==> src/rtl/keyld_pkg.sv <==
package keyld_pkg;

    typedef enum logic [2:0] {
        ST_IDLE,
        ST_CHECK,
        ST_LOAD,
        ST_WAIT,
        ST_CLEAR,
        ST_SEND
    } kl_state_e;

    // Flags reported by the key store
    typedef struct packed {
        logic done;
        logic ok;
    } kl_flags_t;

    // Trigger pulses towards key store and link side
    typedef struct packed {
        logic load;
        logic clear;
        logic send;
    } kl_pulse_t;

    // Outcome of one attempt, evaluated while waiting
    typedef enum logic [1:0] {
        AT_PENDING,
        AT_PASS,
        AT_FAIL
    } kl_attempt_e;

    function automatic int unsigned tmo_cycles(input int unsigned hz, input int unsigned us);
        int unsigned c;
        c = (hz / 1_000_000) * us;
        return (c < 1) ? 1 : c;
    endfunction

    function automatic int unsigned cnt_width(input int unsigned n);
        return (n <= 2) ? 1 : $clog2(n);
    endfunction

endpackage

==> src/rtl/keyld_timer.sv <==
module keyld_timer
    import keyld_pkg::*;
#(
    parameter int unsigned TMO_CYC = 25000
) (
    input  logic clk,
    input  logic rst,
    input  logic clr,
    input  logic en,
    output logic expired
);
    localparam int unsigned W = cnt_width(TMO_CYC);

    logic [W-1:0] cnt;

    assign expired = (cnt == W'(TMO_CYC - 1));

    always_ff @(posedge clk) begin
        if (rst || clr) begin
            cnt <= '0;
        end else if (en && !expired) begin
            cnt <= cnt + 1'b1;
        end
    end


    timer_restart_chk: assert property (@(posedge clk) disable iff (rst)
        clr |=> (cnt == '0));


    timer_hold_chk: assert property (@(posedge clk) disable iff (rst)
        (!en && !clr) |=> $stable(cnt));

endmodule

==> src/rtl/keyld_tries.sv <==
module keyld_tries
    import keyld_pkg::*;
#(
    parameter int unsigned MAX_TRIES = 5
) (
    input  logic clk,
    input  logic rst,
    input  logic clr,
    input  logic inc,
    output logic [cnt_width(MAX_TRIES + 1)-1:0] count,
    output logic last
);
    localparam int unsigned W = cnt_width(MAX_TRIES + 1);

    assign last = (count == W'(MAX_TRIES));

    always_ff @(posedge clk) begin
        if (rst || clr) begin
            count <= '0;
        end else if (inc && !last) begin
            count <= count + 1'b1;
        end
    end


    tries_step_chk: assert property (@(posedge clk) disable iff (rst)
        (inc && !clr && !last) |=> (count == $past(count) + 1'b1));


    tries_bound_chk: assert property (@(posedge clk) disable iff (rst)
        count <= W'(MAX_TRIES));

endmodule

==> src/rtl/keyld_fsm.sv <==
module keyld_fsm
    import keyld_pkg::*;
(
    input  logic      clk,
    input  logic      rst,
    input  logic      start_i,
    input  logic      auto_i,
    input  logic      pwr_ok_i,
    input  kl_flags_t flags,
    input  logic      tmo_hit,
    input  logic      tries_last,
    output kl_pulse_t pulse,
    output logic      timer_clr,
    output logic      timer_en,
    output logic      tries_clr,
    output logic      tries_inc,
    output logic      done_o,
    output logic      err_o
);
    kl_state_e   st, nxt;
    kl_attempt_e outcome;
    logic        accept, set_done, set_err;

    // Result of the attempt being waited on; a flag on the expiry edge wins
    always_comb begin
        if (flags.done && flags.ok)      outcome = AT_PASS;
        else if (flags.done || tmo_hit)  outcome = AT_FAIL;
        else                             outcome = AT_PENDING;
    end

    always_comb begin
        nxt      = st;
        accept   = 1'b0;
        set_done = 1'b0;
        set_err  = 1'b0;
        unique case (st)
            ST_IDLE: begin
                if (start_i) begin
                    accept = 1'b1;
                    if (pwr_ok_i) nxt = ST_CHECK;
                    else          set_err = 1'b1;
                end
            end
            ST_CHECK: begin
                if (flags.done && flags.ok) begin
                    set_done = 1'b1;
                    nxt      = ST_IDLE;
                end else if (auto_i && !flags.done) begin
                    set_err = 1'b1;
                    nxt     = ST_IDLE;
                end else begin
                    nxt = ST_LOAD;
                end
            end
            ST_LOAD:  nxt = ST_WAIT;
            ST_WAIT: begin
                if (outcome == AT_PASS) begin
                    nxt = ST_SEND;
                end else if (outcome == AT_FAIL) begin
                    if (tries_last) begin
                        set_err = 1'b1;
                        nxt     = ST_IDLE;
                    end else begin
                        nxt = ST_CLEAR;
                    end
                end
            end
            ST_CLEAR: nxt = ST_LOAD;
            ST_SEND: begin
                set_done = 1'b1;
                nxt      = ST_IDLE;
            end
            default:  nxt = ST_IDLE;
        endcase
    end

    always_ff @(posedge clk) begin
        if (rst) begin
            st     <= ST_IDLE;
            done_o <= 1'b0;
            err_o  <= 1'b0;
        end else begin
            st <= nxt;
            if (accept) begin
                done_o <= 1'b0;
                err_o  <= set_err;
            end else begin
                if (set_done) done_o <= 1'b1;
                if (set_err)  err_o  <= 1'b1;
            end
        end
    end

    assign pulse.load  = (st == ST_LOAD);
    assign pulse.clear = (st == ST_CLEAR);
    assign pulse.send  = (st == ST_SEND);
    assign timer_clr   = pulse.load;
    assign timer_en    = (st == ST_WAIT);
    assign tries_clr   = accept;
    assign tries_inc   = pulse.load;


    pwr_gate_chk: assert property (@(posedge clk) disable iff (rst)
        (st == ST_IDLE && start_i && !pwr_ok_i) |=> (err_o && st == ST_IDLE));


    auto_miss_chk: assert property (@(posedge clk) disable iff (rst)
        (st == ST_CHECK && auto_i && !flags.done) |=> (err_o && !pulse.load));


    start_busy_chk: assert property (@(posedge clk) disable iff (rst)
        (st == ST_WAIT && start_i && outcome == AT_PENDING) |=> (st == ST_WAIT));

endmodule

==> src/rtl/keyld_seq.sv <==
module keyld_seq
    import keyld_pkg::*;
#(
    parameter int unsigned CLK_HZ     = 50_000_000,
    parameter int unsigned TIMEOUT_US = 500,
    parameter int unsigned MAX_TRIES  = 5
) (
    input  logic clk,
    input  logic rst,
    input  logic start_i,
    input  logic auto_mode_i,
    input  logic pwr_ok_i,
    input  logic ld_done_i,
    input  logic ld_ok_i,
    output logic load_trig_o,
    output logic clear_trig_o,
    output logic send_pub_o,
    output logic done_o,
    output logic err_o,
    output logic [cnt_width(MAX_TRIES + 1)-1:0] attempts_o
);
    localparam int unsigned TMO_CYC = tmo_cycles(CLK_HZ, TIMEOUT_US);

    kl_flags_t flags;
    kl_pulse_t pulse;
    logic      tmo_hit, tries_last;
    logic      timer_clr, timer_en, tries_clr, tries_inc;

    assign flags.done = ld_done_i;
    assign flags.ok   = ld_ok_i;

    keyld_fsm u_fsm (
        .clk       (clk),
        .rst       (rst),
        .start_i   (start_i),
        .auto_i    (auto_mode_i),
        .pwr_ok_i  (pwr_ok_i),
        .flags     (flags),
        .tmo_hit   (tmo_hit),
        .tries_last(tries_last),
        .pulse     (pulse),
        .timer_clr (timer_clr),
        .timer_en  (timer_en),
        .tries_clr (tries_clr),
        .tries_inc (tries_inc),
        .done_o    (done_o),
        .err_o     (err_o)
    );

    keyld_timer #(.TMO_CYC(TMO_CYC)) u_timer (
        .clk    (clk),
        .rst    (rst),
        .clr    (timer_clr),
        .en     (timer_en),
        .expired(tmo_hit)
    );

    keyld_tries #(.MAX_TRIES(MAX_TRIES)) u_tries (
        .clk  (clk),
        .rst  (rst),
        .clr  (tries_clr),
        .inc  (tries_inc),
        .count(attempts_o),
        .last (tries_last)
    );

    assign load_trig_o  = pulse.load;
    assign clear_trig_o = pulse.clear;
    assign send_pub_o   = pulse.send;


    load_single_chk: assert property (@(posedge clk) disable iff (rst)
        load_trig_o |=> !load_trig_o);


    clear_then_load_chk: assert property (@(posedge clk) disable iff (rst)
        clear_trig_o |=> load_trig_o);


    send_then_done_chk: assert property (@(posedge clk) disable iff (rst)
        send_pub_o |=> (done_o && !send_pub_o));


    done_hold_chk: assert property (@(posedge clk) disable iff (rst)
        (done_o && !start_i) |=> done_o);


    result_excl_chk: assert property (@(posedge clk) disable iff (rst)
        !(done_o && err_o));

endmodule

==> config.mk <==
export PLATFORM = sky130hd
export DESIGN_NAME = keyld_seq
export DESIGN_NICKNAME = d
export VERILOG_FILES = /design/src/rtl/keyld_pkg.sv /design/src/rtl/keyld_timer.sv /design/src/rtl/keyld_tries.sv /design/src/rtl/keyld_fsm.sv /design/src/rtl/keyld_seq.sv
export SDC_FILE = /design/constraint.sdc
export NUM_CORES = 1
export LEC_CHECK = 0
export ABC_CLOCK_PERIOD_IN_PS = 3200
export BUFFER_PORTS_ARGS = -buffer_cell sky130_fd_sc_hd__buf_4
export CAP_MARGIN = 30
export CORE_AREA = 5 5 55 62
export CTS_CLUSTER_SIZE = 8
export DETAILED_ROUTE_END_ITERATION = 8
export DIE_AREA = 0 0 60 67
export PLACE_DENSITY = 0.69
export SLEW_MARGIN = 0
export SYNTH_ARGS = -nofsm -noshare
export SYNTH_HDL_FRONTEND = slang
export SYNTH_HIERARCHICAL = 1
export SYNTH_SLANG_ARGS = --single-unit
==> constraint.sdc <==
create_clock -name clk -period 3.2 [get_ports clk]
set_clock_uncertainty 0.2 [all_clocks]
set_input_delay 0.16 -clock clk [delete_from_list [all_inputs] [get_ports clk]]
set_output_delay 0.16 -clock clk [all_outputs]
set_load 0.02 [all_outputs]
# Word-level counts from Yosys, hierarchy flattened
# Index checks and enable logic that the tools add are counted.
dict set report totals {
  word_cells 57
  reg_bits 23
  inputBits 7
  output_inout_bits 8
}
dict set report op_classes {
  n_reduce_logical 14
  addsub 2
  n_mux 24
  eq_ne 12
}
# operator n
set op_table {}
lappend op_table {{3-bit two-way mux} 6}
lappend op_table {{15-bit by 1-bit adder with 15-bit output (second input constant)} 1}
lappend op_table {{15-bit == test (second input constant)} 1}
lappend op_table {{3-bit one-hot mux with 5 select lines} 1}
lappend op_table {{1-bit two-way mux} 12}
lappend op_table {{3-bit == test (second input constant)} 3}
lappend op_table {{3-bit by 2-bit == test with 1-bit output (second input constant)} 2}
lappend op_table {{2-bit two-way mux} 3}
lappend op_table {{1-bit logical AND} 4}
lappend op_table {{2-bit inequality test (second input constant)} 2}
lappend op_table {{3-bit by 1-bit adder with 3-bit output (second input constant)} 1}
lappend op_table {{3-bit by 1-bit == test with 1-bit output (second input constant)} 1}
lappend op_table {{1-bit logical NOT} 3}
lappend op_table {{3-bit logical NOT} 1}
lappend op_table {{1-bit logical OR} 3}
lappend op_table {{3-bit inequality test (second input constant)} 1}
lappend op_table {{1-bit one-hot mux with 3 select lines} 1}
lappend op_table {{3-bit AND reduction} 1}
lappend op_table {{2-bit by 1-bit == test with 1-bit output (second input constant)} 1}
lappend op_table {{2-bit == test (second input constant)} 1}
lappend op_table {{1-bit one-hot mux with 2 select lines} 1}
lappend op_table {{2-bit nonzero test} 1}
lappend op_table {{2-bit OR reduction} 1}

# Depth between registers and ports, before layout
# Gate-level depths: netlist (run 1).
dict set report logic_depth {
  ltp_word 10
  depth_mapped 6
  ltp_nobuf 6
}

# Modules after synthesis
# The synthesis (run 1) kept the hierarchy.
# module area_each_um2 n_inst cells_each seq_area_each_um2
set modules_own_cells {}
lappend modules_own_cells {keyld_timer 775.7 1 86 300.3}
lappend modules_own_cells {keyld_fsm 376.6 1 40 100.1}
lappend modules_own_cells {keyld_tries 181.4 1 17 60.1}

# Worst setup path before layout (run 1)
# No wires, ideal clock.
dict set report synth_timing {
  path_type {reg-to-reg}
  startpoint {reg u_fsm.st[2]}
  endpoint {reg u_timer.cnt[14]}
  slack_ns 1.197
  path_buffers 1
  t_required_ns 2.930
  stages_incl_launch_ff 7
  t_arrival_ns 1.733
  period_less_slack_ns 2.003
  setup_ns 0.070
  cell_sequence {dfxtp_1 -> buf_4 -> and3b_2 -> and3_1 -> nand3_1 -> or4_1 -> a21oi_1}
}
dict set report synth_between {
  elab_chain_cells 2
  elab_cells_between_ends 4
  classes_between {2 x eq/ne; 2 x reduce/logical}
}
# element line_no
set synth_rtl {}
lappend synth_rtl {{start, declared} keyld_fsm.sv:20} ;# kl_state_e st, nxt;
lappend synth_rtl {{start signal, assigned} keyld_fsm.sv:83} ;# st <= nxt;
lappend synth_rtl {{3-bit by 2-bit == test with 1-bit output} keyld_fsm.sv:98} ;# assign timer_en = (st == ST_WAIT);
lappend synth_rtl {{via timer_en} keyld_seq.sv:27} ;# logic timer_clr, timer_en, tries_clr, tries_inc;
lappend synth_rtl {{1-bit logical AND} keyld_timer.sv:21} ;# end else if (en && !expired) begin
lappend synth_rtl {{end signal, assigned} keyld_timer.sv:22} ;# cnt <= cnt + 1'b1;
lappend synth_rtl {{end, declared} keyld_timer.sv:14} ;# logic [W-1:0] cnt;
# The timed path passes the listed nets, and every way through them passes these cells.
# A chain may end at the register's enable or synchronous reset.

# Final worst setup path (run 1)
dict set report layout_timing {
  startpoint {reg u_fsm.st[0]}
  endpoint {reg u_timer.cnt[14]}
}
# The elaborated chain is that of the path after synthesis.

==> results.md, run 1 <==
- Critical-path maximum fanout: 10
- DR pass1 iterations: 4
- Core area: 2703 sq um
- Largest net degree at the start of global routing: 14
- Final WL: 2760 um
- Vias: 1133
- Wire length per cell: 14.53 um
- Gpl congestion: 0.8442
- Met2 Use GR: 24.46%
- Max IR drop VDD: 0.1679 mV
- Cts bufs inserted: 3
- Vias/cell: 5.963
- Synthesized instance count: 143
- EDFF count, synth: 0
- R2R setup slack: 0.94 ns
- Most frequent cells after synthesis: 23 x dfxtp_1, 11 x nor2_1, 9 x nand2_1
- Synth cell types: 52
- DRC viols: 0
- Minimum clock period: 2.261 ns
- # Post-CTS Setup Buffers: 0
- Post-Syn Area per Cell: 9.327 sq um
- H-tree depth: 1
- WHS Path Cells: 4
- Total negative slack: 0 ns
- Grt met1 use: 17.55%
- Post-synth net total: 154
- CTS tree: done
- Async S/R FF share, synth: 0%
- Power Total: 0.4782 mW
- Sequential share of the synthesized area: 34.52%
- Top post-synthesis cells by area: dfxtp_1 35%, ha_1 3.8%, nor2_1 3.1%
- Synth area leader: dfxtp_1
- End of the worst hold path: u_fsm/st[0]
- Most frequent cell after synthesis: dfxtp_1
- Initial DRC Count: 37
- Aggregate global-route resource usage: 14.73%
- CP Launch Type: flop
- Initial Utilization: 49.35%
- Final setup fails: 0
- Share of cells above drive strength 1: 21.66%
- Area share of the largest cell type after synthesis: 34.52%
- Nets: 169
- Synth-to-layout area growth: 10.13%
- RSZ-0062 raised after global routing: no
- Synth Register Bits: 23
- CP Class: flop to flop
- Worst min path class: input port to flop
- Die Y: 67 um
- Hold_sp: ld_ok_i
- Fin. max-slew vios: 0
- Most used DFF post-synth: dfxtp_1
- Synth warnings: 6
- Vias in the first global route: 1060
- Highest Clock Rate: 442.3 MHz
- IO Pins: 15
- Power Dens Cells: 325.5 nW/um^2
- Clk root buf: clkbuf_4
- # diodes: 0
- CP Data Required Time: 3.25 ns
- First-pass GRT wire length: 4616 um
- ANT nets after route: 0
- Worst slew margin: 61.42%
- Mapped Area: 1334 sq um
- Worst-path clk slew: 0.13 ns
- Site row count: 20
- Max Buffers Root-to-Sink: 2
- Worst hold slack: 0.04942 ns
- R2R depth: 5
- Worst reg2reg path endpoint: u_timer/cnt[14]
- Critical path arrival: 2.31 ns
- Worst-Margin Slew: 0.5742 ns
- Worst-Skew Late Latency: 0.31 ns
- Post-DP HPWL: 2080 um
- Top Usage Layer GRT: met2
- Status: completed
- Final Hold Viols: 0
- Initial antenna violation count: 0
- Crit end category: flop
- Worst R2R Start: u_fsm/st[0]
- Leak pwr: 0.5346 nW
- Max-capacitance violation count: 0
- CTS sink count: 23
- Overflow after GRT: 0
- DIE WIDTH: 60 um
- Port Buffers: 14
- Die area: 4020 sq um
- Final worst-path cycle share: 70.66%
- M3 GR Usage: 3.295%
## stage by stage
stage	util (%)	worst slack, ns	instances	cell area, sq um
floorplan	-	1.197	143	1334
finish	54.35	0.9388	190	1469
CTS	54.35	0.9537	190	1469
detailed placement	52.59	0.9812	184	1421
global route	54.35	0.7812	190	1469
global placement	52.59	1.067	184	1421
## repair_timing
item / 4_1_cts / 5_1_grt
endpoints found under the hold margin: 3 / 0
endpoints found under the setup margin: 0 / 0
gates resized for setup: 0 / 0
hold buffers: 2 / 0
## flip-flops by register name, indices dropped and copies added, names as in the netlist
signal,cells
u_timer/cnt,15
u_fsm/st,3
u_tries/count,3
u_fsm/done_o,1
u_fsm/err_o,1
## worst max path at each step
stage | from | to
2_1_floorplan | u_fsm/st[2] | u_timer/cnt[14]
3_3_place_gp | u_fsm/st[0] | u_timer/cnt[14]
3_5_place_dp | u_fsm/st[0] | u_timer/cnt[14]
4_1_cts | u_fsm/st[0] | u_timer/cnt[14]
5_1_grt | u_fsm/st[0] | u_timer/cnt[14]
6_report | u_fsm/st[0] | u_timer/cnt[14]
## critical path: stages (launching register included)
cell and delay (ns):
dfxtp_1 0.58, and3b_2 0.38, and3_1 0.23, nand3_1 0.17
or4_1 0.50, a21oi_1 0.14
## area by class of cell
cell class                      instances  area [sq um]
Clock buffer                            3         22.52
Clock inverter                          1         5.005
Fill cell                             247          1234
Inverter                                2         7.507
Multi-Input combinational cell        112         807.0
Sequential cell                        23         460.4
Tap cell                               33         41.29
Timing Repair Buffer                   16         125.1
## where the power goes
part | switching, mW | internal, mW
Sequential | 0.00532 | 0.289
Clock | 0.0894 | 0.0466
Combinational | 0.0242 | 0.0232
## routing by layer
metal,vias up,part of all wire [%]
li1,555,-
met1,551,44
met2,23,50
met3,4,3.8
met4,0,1.3
met5,-,0
## layout by cell type, fill, tap and decap left out, types with 2 or more instances in the layout
cell           count
o21ai_0            5
nand4_1            5
nor2_1            11
o21ai_1            2
nor3_1             8
xor2_1             4
ha_1               4
and2_1             2
nand3_1            7
buf_4             14
inv_1              2
a21oi_1            7
nor3b_1            3
nor4_2             2
nand2_1            9
dfxtp_1           23
clkbuf_4           3
or3_1              4
mux2_1             2
or4_1              2
mux2i_1            2
dlygate4sd3_1      2
a21o_1             2
xnor2_1            3
## cell families (layout without fill, tap and decap cells)
logic type / after synthesis / in the layout / share of synthesized area [%]
multiplexers: 4 / 4 / 3.189
flip-flops: 23 / 23 / 34.52
adder cells (fa/ha/maj): 4 / 4 / 3.752
AO/OA/AOI/OAI: 26 / 26 / 15.57
XOR/XNOR: 7 / 7 / 4.597
buffers and inverters: 8 / 22 / 4.972
AND/OR/NAND/NOR: 71 / 71 / 33.40
(Power assumes the default switching activity.)
==> run 2: changes to the inputs <==
ABC_CLOCK_PERIOD_IN_PS = 2350   (was 3200)
clock period = 2.35 ns   (was 3.2 ns; I/O delays follow)
==> results.md, run 2 (synthesized netlist as in run 1, its figures left out) <==
- Synth-to-layout area growth: 13.23%
- Cts bufs inserted: 3 (unchanged)
- Clk root buf: clkbuf_4
- Largest net degree at the start of global routing: 14 (unchanged)
- Pint: 0.4935 mW (+37%)
- Aggregate global-route resource usage: 16.74% (+2.0 points)
- Fin. max-slew vios: 0 (unchanged)
- CP Class: flop to flop
- Register area: 461.7 sq um (+0.27%)
- Top reg by flops: u_timer/cnt
- Psw: 0.1700 mW (+43%)
- Vias/cell: 5.867 (-1.6%)
- Worst reg2reg path endpoint: u_timer/cnt[14]
- Initial DRC Count: 35 (-5.4%)
- Power Dens Cells: 439.3 nW/um^2 (+35%)
- Vias in the first global route: 1189 (+12%)
- Final WL: 2776 um (+0.58%)
- Worst-Skew Late Latency: 0.32 ns (about the same)
- CP Launch Type: flop
- R2R setup slack: 0.28 ns (-0.66 ns)
- Final worst-path cycle share: 88.27% (+18 points)
- Initial Utilization: 49.35% (unchanged)
- Max-capacitance violation count: 0 (unchanged)
- Overflow after GRT: 0 (unchanged)
- H-tree depth: 1 (unchanged)
- Crit path max-delay cell type: or4_1
- R2R depth: 5 (unchanged)
- Hold_sp: auto_mode_i
- CTS sink count: 23 (unchanged)
- Initial antenna violation count: 0 (unchanged)
- CP Data Required Time: 2.42 ns (-0.83 ns)
- Biggest regs: u_timer/cnt: 15 flops, u_fsm/st: 3 flops, u_tries/count: 3 flops
- Power Total: 0.6634 mW (+39%)
- Highest Clock Rate: 482.1 MHz (+9.0%)
- Total negative slack: 0 ns (unchanged)
- Crit-path cells: and3b_2 > and3_1 > nand3_1 > or4_1 > a21oi_1
- Slowest cell delay on critical path: 0.50 ns (-0.08 ns)
- Die Y: 67 um (unchanged)
- Max reg flops: 15 (unchanged)
- Final setup fails: 0 (unchanged)
- Switching Fraction: 25.62% (+0.73 points)
- Status: completed
- Minimum clock period: 2.074 ns (-0.1869 ns)
- DRC viols: 0 (unchanged)
- Combinational Power Share: 10.8% (+0.9 points)
- First-pass GRT wire length: 5161 um (+12%)
- DR pass1 iterations: 4 (unchanged)
- Port Buffers: 14 (unchanged)
- Worst min path class: input port to flop
- CTS tree: done
- Worst R2R Start: u_fsm/st[1]
- Clock network power share: 29.1% (+0.7 points)
- Leak pwr: 0.5602 nW (+4.8%)
- Max IR drop VDD: 0.2990 mV (+78%)
- WHS Path Cells: 4 (unchanged)
- Core area: 2703 sq um (unchanged)
- Share of cells above drive strength 1: 24.07% (+2.4 points)
- # diodes: 0 (unchanged)
- Crit end category: flop
- Vias: 1144 (+0.97%)
- Site row count: 20 (unchanged)
- Commonest non-fill, non-tap cell in the layout: dfxtp_1
- Multi-input gate area: 807.0 sq um (unchanged)
- Commonest non-fill, non-tap cells in the layout: 22 x dfxtp_1, 18 x buf_4, 11 x nor2_1
- Final core occ: 55.88% (+1.5 points)
- End of the worst hold path: u_fsm/err_o
- Seq pwr share: 60.1% (-1.5 points)
- Worst slew margin: 60.29% (-1.1 points)
- Layout fillers: 258 (+4.5%)
- ANT nets after route: 0 (unchanged)
- Worst hold slack: 0.004875 ns (-0.04454 ns)
- Gpl congestion: 0.8616 (+2.1%)
- Worst-Margin Slew: 0.5912 ns (+0.01695 ns)
- Worst-path clk slew: 0.15 ns (+0.02 ns)
- Final Hold Viols: 0 (unchanged)
- RSZ-0062 raised after global routing: no
- # Post-CTS Setup Buffers: 0 (unchanged)
- DIE WIDTH: 60 um (unchanged)
- Max Buffers Root-to-Sink: 2 (unchanged)
- Post-DP HPWL: 2108 um (+1.3%)
- IO Pins: 15 (unchanged)
- Nets: 174 (+3.0%)
- Critical path arrival: 2.14 ns (-0.17 ns)
- Critical-path maximum fanout: 9 (-1)
- Die area: 4020 sq um (unchanged)
- Wire length per cell: 14.24 um (-2.0%)
[run 2: how the worst max path moves through the flow]
stage	startpoint	depth (start not counted)	endpoint	slack [ns]
global placement	u_fsm/st[1]	5	u_timer/cnt[14]	0.24
detailed placement	u_fsm/st[1]	5	u_timer/cnt[14]	0.17
floorplan	u_fsm/st[2]	6	u_timer/cnt[14]	0.35
global route	u_fsm/st[1]	5	u_timer/cnt[14]	0.07
finish	u_fsm/st[1]	5	u_timer/cnt[14]	0.28
CTS	u_fsm/st[1]	5	u_timer/cnt[14]	0.15
[run 2: per-layer routing]
| layer | GRT usage [%] | share of wire, % | wire length (um) | vias to the layer above |
|---|---|---|---|---|
| met2 | 28.92 | 53 | 1458 | 25 |
| met1 | 18.98 | 43 | 1207 | 548 |
| met3 | 4.070 | 3.4 | 93 | 2 |
| met4 | 7.479 | 0.61 | 17 | 0 |
| met5 | 0 | 0 | 0 | - |
| li1 | - | - | - | 569 |
[run 2: critical path, delay by kind of cell, from the launching register on]
kind	cells	cell delay (ns)
AOI/OAI and AO/OA	1	0.15
DFF	1	0.45
and+or+nand+nor	4	1.22
[run 2: layout make-up]
class / count / area share [%]
multi-input cells: 112 / 53.44
flip-flops and latches: 23 / 30.57
repair buffers: 21 / 10.94
well taps: 33 / 2.734
clock buffers: 3 / 1.491
inverters: 2 / 0.4971
clock inverters: 1 / 0.3314
[run 2: through the flow]
stage / area (sq um) / instances / setup WS, ns
after floorplan: 1334 / 143 / 0.3469
after global placement: 1451 / 188 / 0.2423
after detailed placement: 1451 / 188 / 0.1687
after CTS: 1509 / 195 / 0.1466
after global routing: 1510 / 195 / 0.06676
final: 1510 / 195 / 0.2757
[run 2: timing repair]
action	CTS	global route
gates resized for setup	0	1
endpoints found under the setup margin	0	1
hold buffers	3	0
hold endpoints to repair	6	0
[run 2: power by group through the flow]
stage | sequential [mW] | clock, mW | combinational, mW
5_1_grt | 0.400 | 0.219 | 0.0781
4_1_cts | 0.399 | 0.194 | 0.0721
3_3_place_gp | 0.407 | 0 | 0.0674
3_5_place_dp | 0.407 | 0 | 0.0679
2_1_floorplan | 0.408 | 0 | 0.0439
6_report | 0.399 | 0.193 | 0.0715
==> run 3: changes to the inputs <==
CORE_AREA = 5 5 53 60   (was 5 5 55 62)
DIE_AREA = 0 0 58 65   (was 0 0 60 67)
HOLD_SLACK_MARGIN = 0.06   (was unset)
SYNTH_HIERARCHICAL = unset   (was 1)
==> results.md, run 3 <==
- Status: completed
- Initial DRC Count: 29 (-17%)
- Psw: 0.1594 mW (-6.2%)
- Sequential share of the synthesized area: 37.94% (+3.4 points)
- Worst-Skew Late Latency: 0.30 ns (-0.02 ns)
- Port Buffers: 14 (unchanged)
- H-tree depth: 1 (unchanged)
- ANT nets after route: 0 (unchanged)
- Synth warnings: 0 (-6)
- Clk root buf: clkbuf_4
- Aggregate global-route resource usage: 14.81% (-1.9 points)
- Critical path buffers and inverters: 1 (+1)
- Initial Utilization: 46.63% (-2.7 points)
- Critical-path maximum fanout: 9 (unchanged)
- Share of cells above drive strength 1: 18.52% (-5.6 points)
- Area share of the largest cell type after synthesis: 37.94% (+3.4 points)
- DIE WIDTH: 58 um (-3.3%)
- Crit end category: flop
- Worst slew margin: 78.66% (+18 points)
- Mapped Area: 1214 sq um (-9.0%)
- Wire length per cell: 12.99 um (-8.8%)
- CP Data Required Time: 2.36 ns (-0.06 ns)
- R2R setup slack: 0.14 ns (-0.13 ns)
- Highest Clock Rate: 453.3 MHz (-6.0%)
- Most frequent cell after synthesis: dfxtp_1
- CTS tree: done
- First-pass GRT wire length: 4443 um (-14%)
- Layout fillers: 235 (-8.9%)
- Power Total: 0.6522 mW (-1.7%)
- CP Class: flop to flop
- IO Pins: 15 (unchanged)
- Switching Fraction: 24.43% (-1.2 points)
- Final setup fails: 0 (unchanged)
- Nets: 173 (-0.57%)
- Synth-to-layout area growth: 17.53%
- Worst-Margin Slew: 0.3158 ns (-0.2754 ns)
- Final WL: 2533 um (-8.8%)
- Seq pwr share: 61.9% (+1.8 points)
- Register area: 461.7 sq um (unchanged)
- Max reg flops: 15 (unchanged)
- Fin worst setup slack: 0.1441 ns (-0.1316 ns)
- Critical path arrival: 2.21 ns (+0.07 ns)
- Post-Syn Area per Cell: 8.428 sq um (-9.6%)
- Slowest cell delay on critical path: 0.54 ns (+0.04 ns)
- CP Launch Type: flop
- Synth cell types: 39 (-25%)
- Final worst-path cycle share: 93.87% (+5.6 points)
- Site row count: 20 (unchanged)
- Vias: 1104 (-3.5%)
- Cts bufs inserted: 3 (unchanged)
- Most frequent cells after synthesis: 23 x dfxtp_1, 14 x a21oi_1, 10 x nand2_1, 10 x o21ai_0, 9 x nor2_1
- Pint: 0.4929 mW (-0.12%)
- Max Buffers Root-to-Sink: 2 (unchanged)
- Commonest non-fill, non-tap cell in the layout: dfxtp_1
- Vias in the first global route: 1019 (-14%)
- Final Hold Viols: 0 (unchanged)
- Post-DP HPWL: 1888 um (-10%)
- EDFF count, synth: 0 (unchanged)
- Top post-synthesis cells by area: dfxtp_1 38%, a21oi_1 5.8%, o21ai_0 4.1%
- Core area: 2603 sq um (-3.7%)
- Post-synth net total: 154 (unchanged)
- Synth Register Bits: 23 (unchanged)
- Largest net degree at the start of global routing: 16 (+2)
- Die area: 3770 sq um (-6.2%)
- Minimum clock period: 2.206 ns (+0.1316 ns)
- Synthesized instance count: 144 (+0.70%)
- Synth area leader: dfxtp_1
- Overflow after GRT: 0 (unchanged)
- Total negative slack: 0 ns (unchanged)
- Most used DFF post-synth: dfxtp_1
- Crit-path cells: ha_2 > and4_1 > and4_2 > nor3_1 > o21a_1 > dlygate4sd3_1
- Max IR drop VDD: 0.2514 mV (-16%)
- Initial antenna violation count: 0 (unchanged)
- Fin. max-slew vios: 0 (unchanged)
- Commonest non-fill, non-tap cells in the layout: 22 x dfxtp_1, 15 x buf_4, 14 x a21oi_1
- Combinational Power Share: 10.3% (-0.5 points)
- Crit path max-delay cell type: dlygate4sd3_1
- DP Worst Slack: 0.2356 ns (+0.06691 ns)
- Power Dens Cells: 457.3 nW/um^2 (+4.1%)
- Die Y: 65 um (-3.0%)
- Top reg by flops: u_timer.cnt
- Worst min path class: input port to flop
- RSZ-0062 raised after global routing: no
- Gpl congestion: 0.8589 (-0.31%)
- CP delay by family, top: simple AND/OR/NAND/NOR gates
- Clock network power share: 27.8% (-1.3 points)
- Vias/cell: 5.662 (-3.5%)
- DR pass1 iterations: 4 (unchanged)
- Worst-path clk slew: 0.13 ns (-0.02 ns)
- Final core occ: 54.81% (-1.1 points)
- Leak pwr: 0.5311 nW (-5.2%)
- DRC viols: 0 (unchanged)
- # diodes: 0 (unchanged)
- Biggest regs: u_timer.cnt: 15 flops, u_fsm.st: 3 flops, u_tries.count: 3 flops
- Async S/R FF share, synth: 0% (unchanged)
- Multi-input gate area: 708.2 sq um (-12%)
- Max-capacitance violation count: 0 (unchanged)
- CTS sink count: 23 (unchanged)
## run 3: cell count changes after synthesis, moves of 3 or more
cell / delta
clkbuf_1: +3
buf_4: -3
or3_1: +3
o21ai_0: +5
nand2b_1: +3
a21oi_1: +7
nor3_1: -3
## run 3: timing repair
item	in CTS	in global routing
setup endpoints to repair	0	2
setup buffers	0	0
hold endpoints to repair	7	0
hold buffers	6	0
resized for setup	0	5
## run 3: metal layers
metal,vias up,part of all wire [%],global-route usage [%]
met5,-,0,0
met4,0,0.79,6.667
met3,2,4.3,2.789
met2,20,50,25.71
met1,522,44,17.31
li1,560,-,-
## run 3: per-stage QoR
stage	hold WS (ns)	instance area, sq um	std cells
floorplan	-0.004026	1214	144
global placement	0.1512	1324	185
detailed placement	0.1536	1324	185
CTS	0.2098	1411	195
global route	0.2354	1426	195
finish	0.2170	1426	195
## run 3: final timing paths
path	from	to	depth (start not counted)
setup / recovery	u_timer.cnt[1]	u_fsm.st[1]	6
hold / removal	pwr_ok_i	u_fsm.err_o	5
setup reg to reg	u_timer.cnt[1]	u_fsm.st[1]	6
hold reg to reg	u_fsm.done_o	u_fsm.done_o	2
## run 3: logic make-up after synthesis
logic type / after synthesis / synth area share [%]
xor+xnor: 7 / 5.052
compound gates: 34 / 16.29
fa+ha+maj: 3 / 3.093
mux: 1 / 0.8248
buf+inv: 11 / 4.845
flops: 23 / 37.94
simple gates: 65 / 31.96
## run 3: worst register-to-register path, stage by stage (launching register included)
cell and delay (ns):
dfxtp_1 0.39, ha_2 0.23, and4_1 0.21, and4_2 0.32
nor3_1 0.07, o21a_1 0.16, dlygate4sd3_1 0.54
## run 3: layout make-up
class                           instances  area share, %
Sequential cell                        23          32.37
Multi-Input combinational cell        110          49.65
Inverter                                4          1.053
Clock inverter                          1         0.3509
Timing Repair Buffer                   21          12.11
Tap cell                               33          2.895
Clock buffer                            3          1.579
## run 3: power by group through the flow
stage	Clock [mW]	Sequential (mW)	Combinational (mW)
CTS	0.192	0.404	0.0672
finish	0.181	0.404	0.0671
global route	0.211	0.405	0.0757
global placement	0	0.412	0.0567
detailed placement	0	0.413	0.0580
floorplan	0	0.410	0.0419
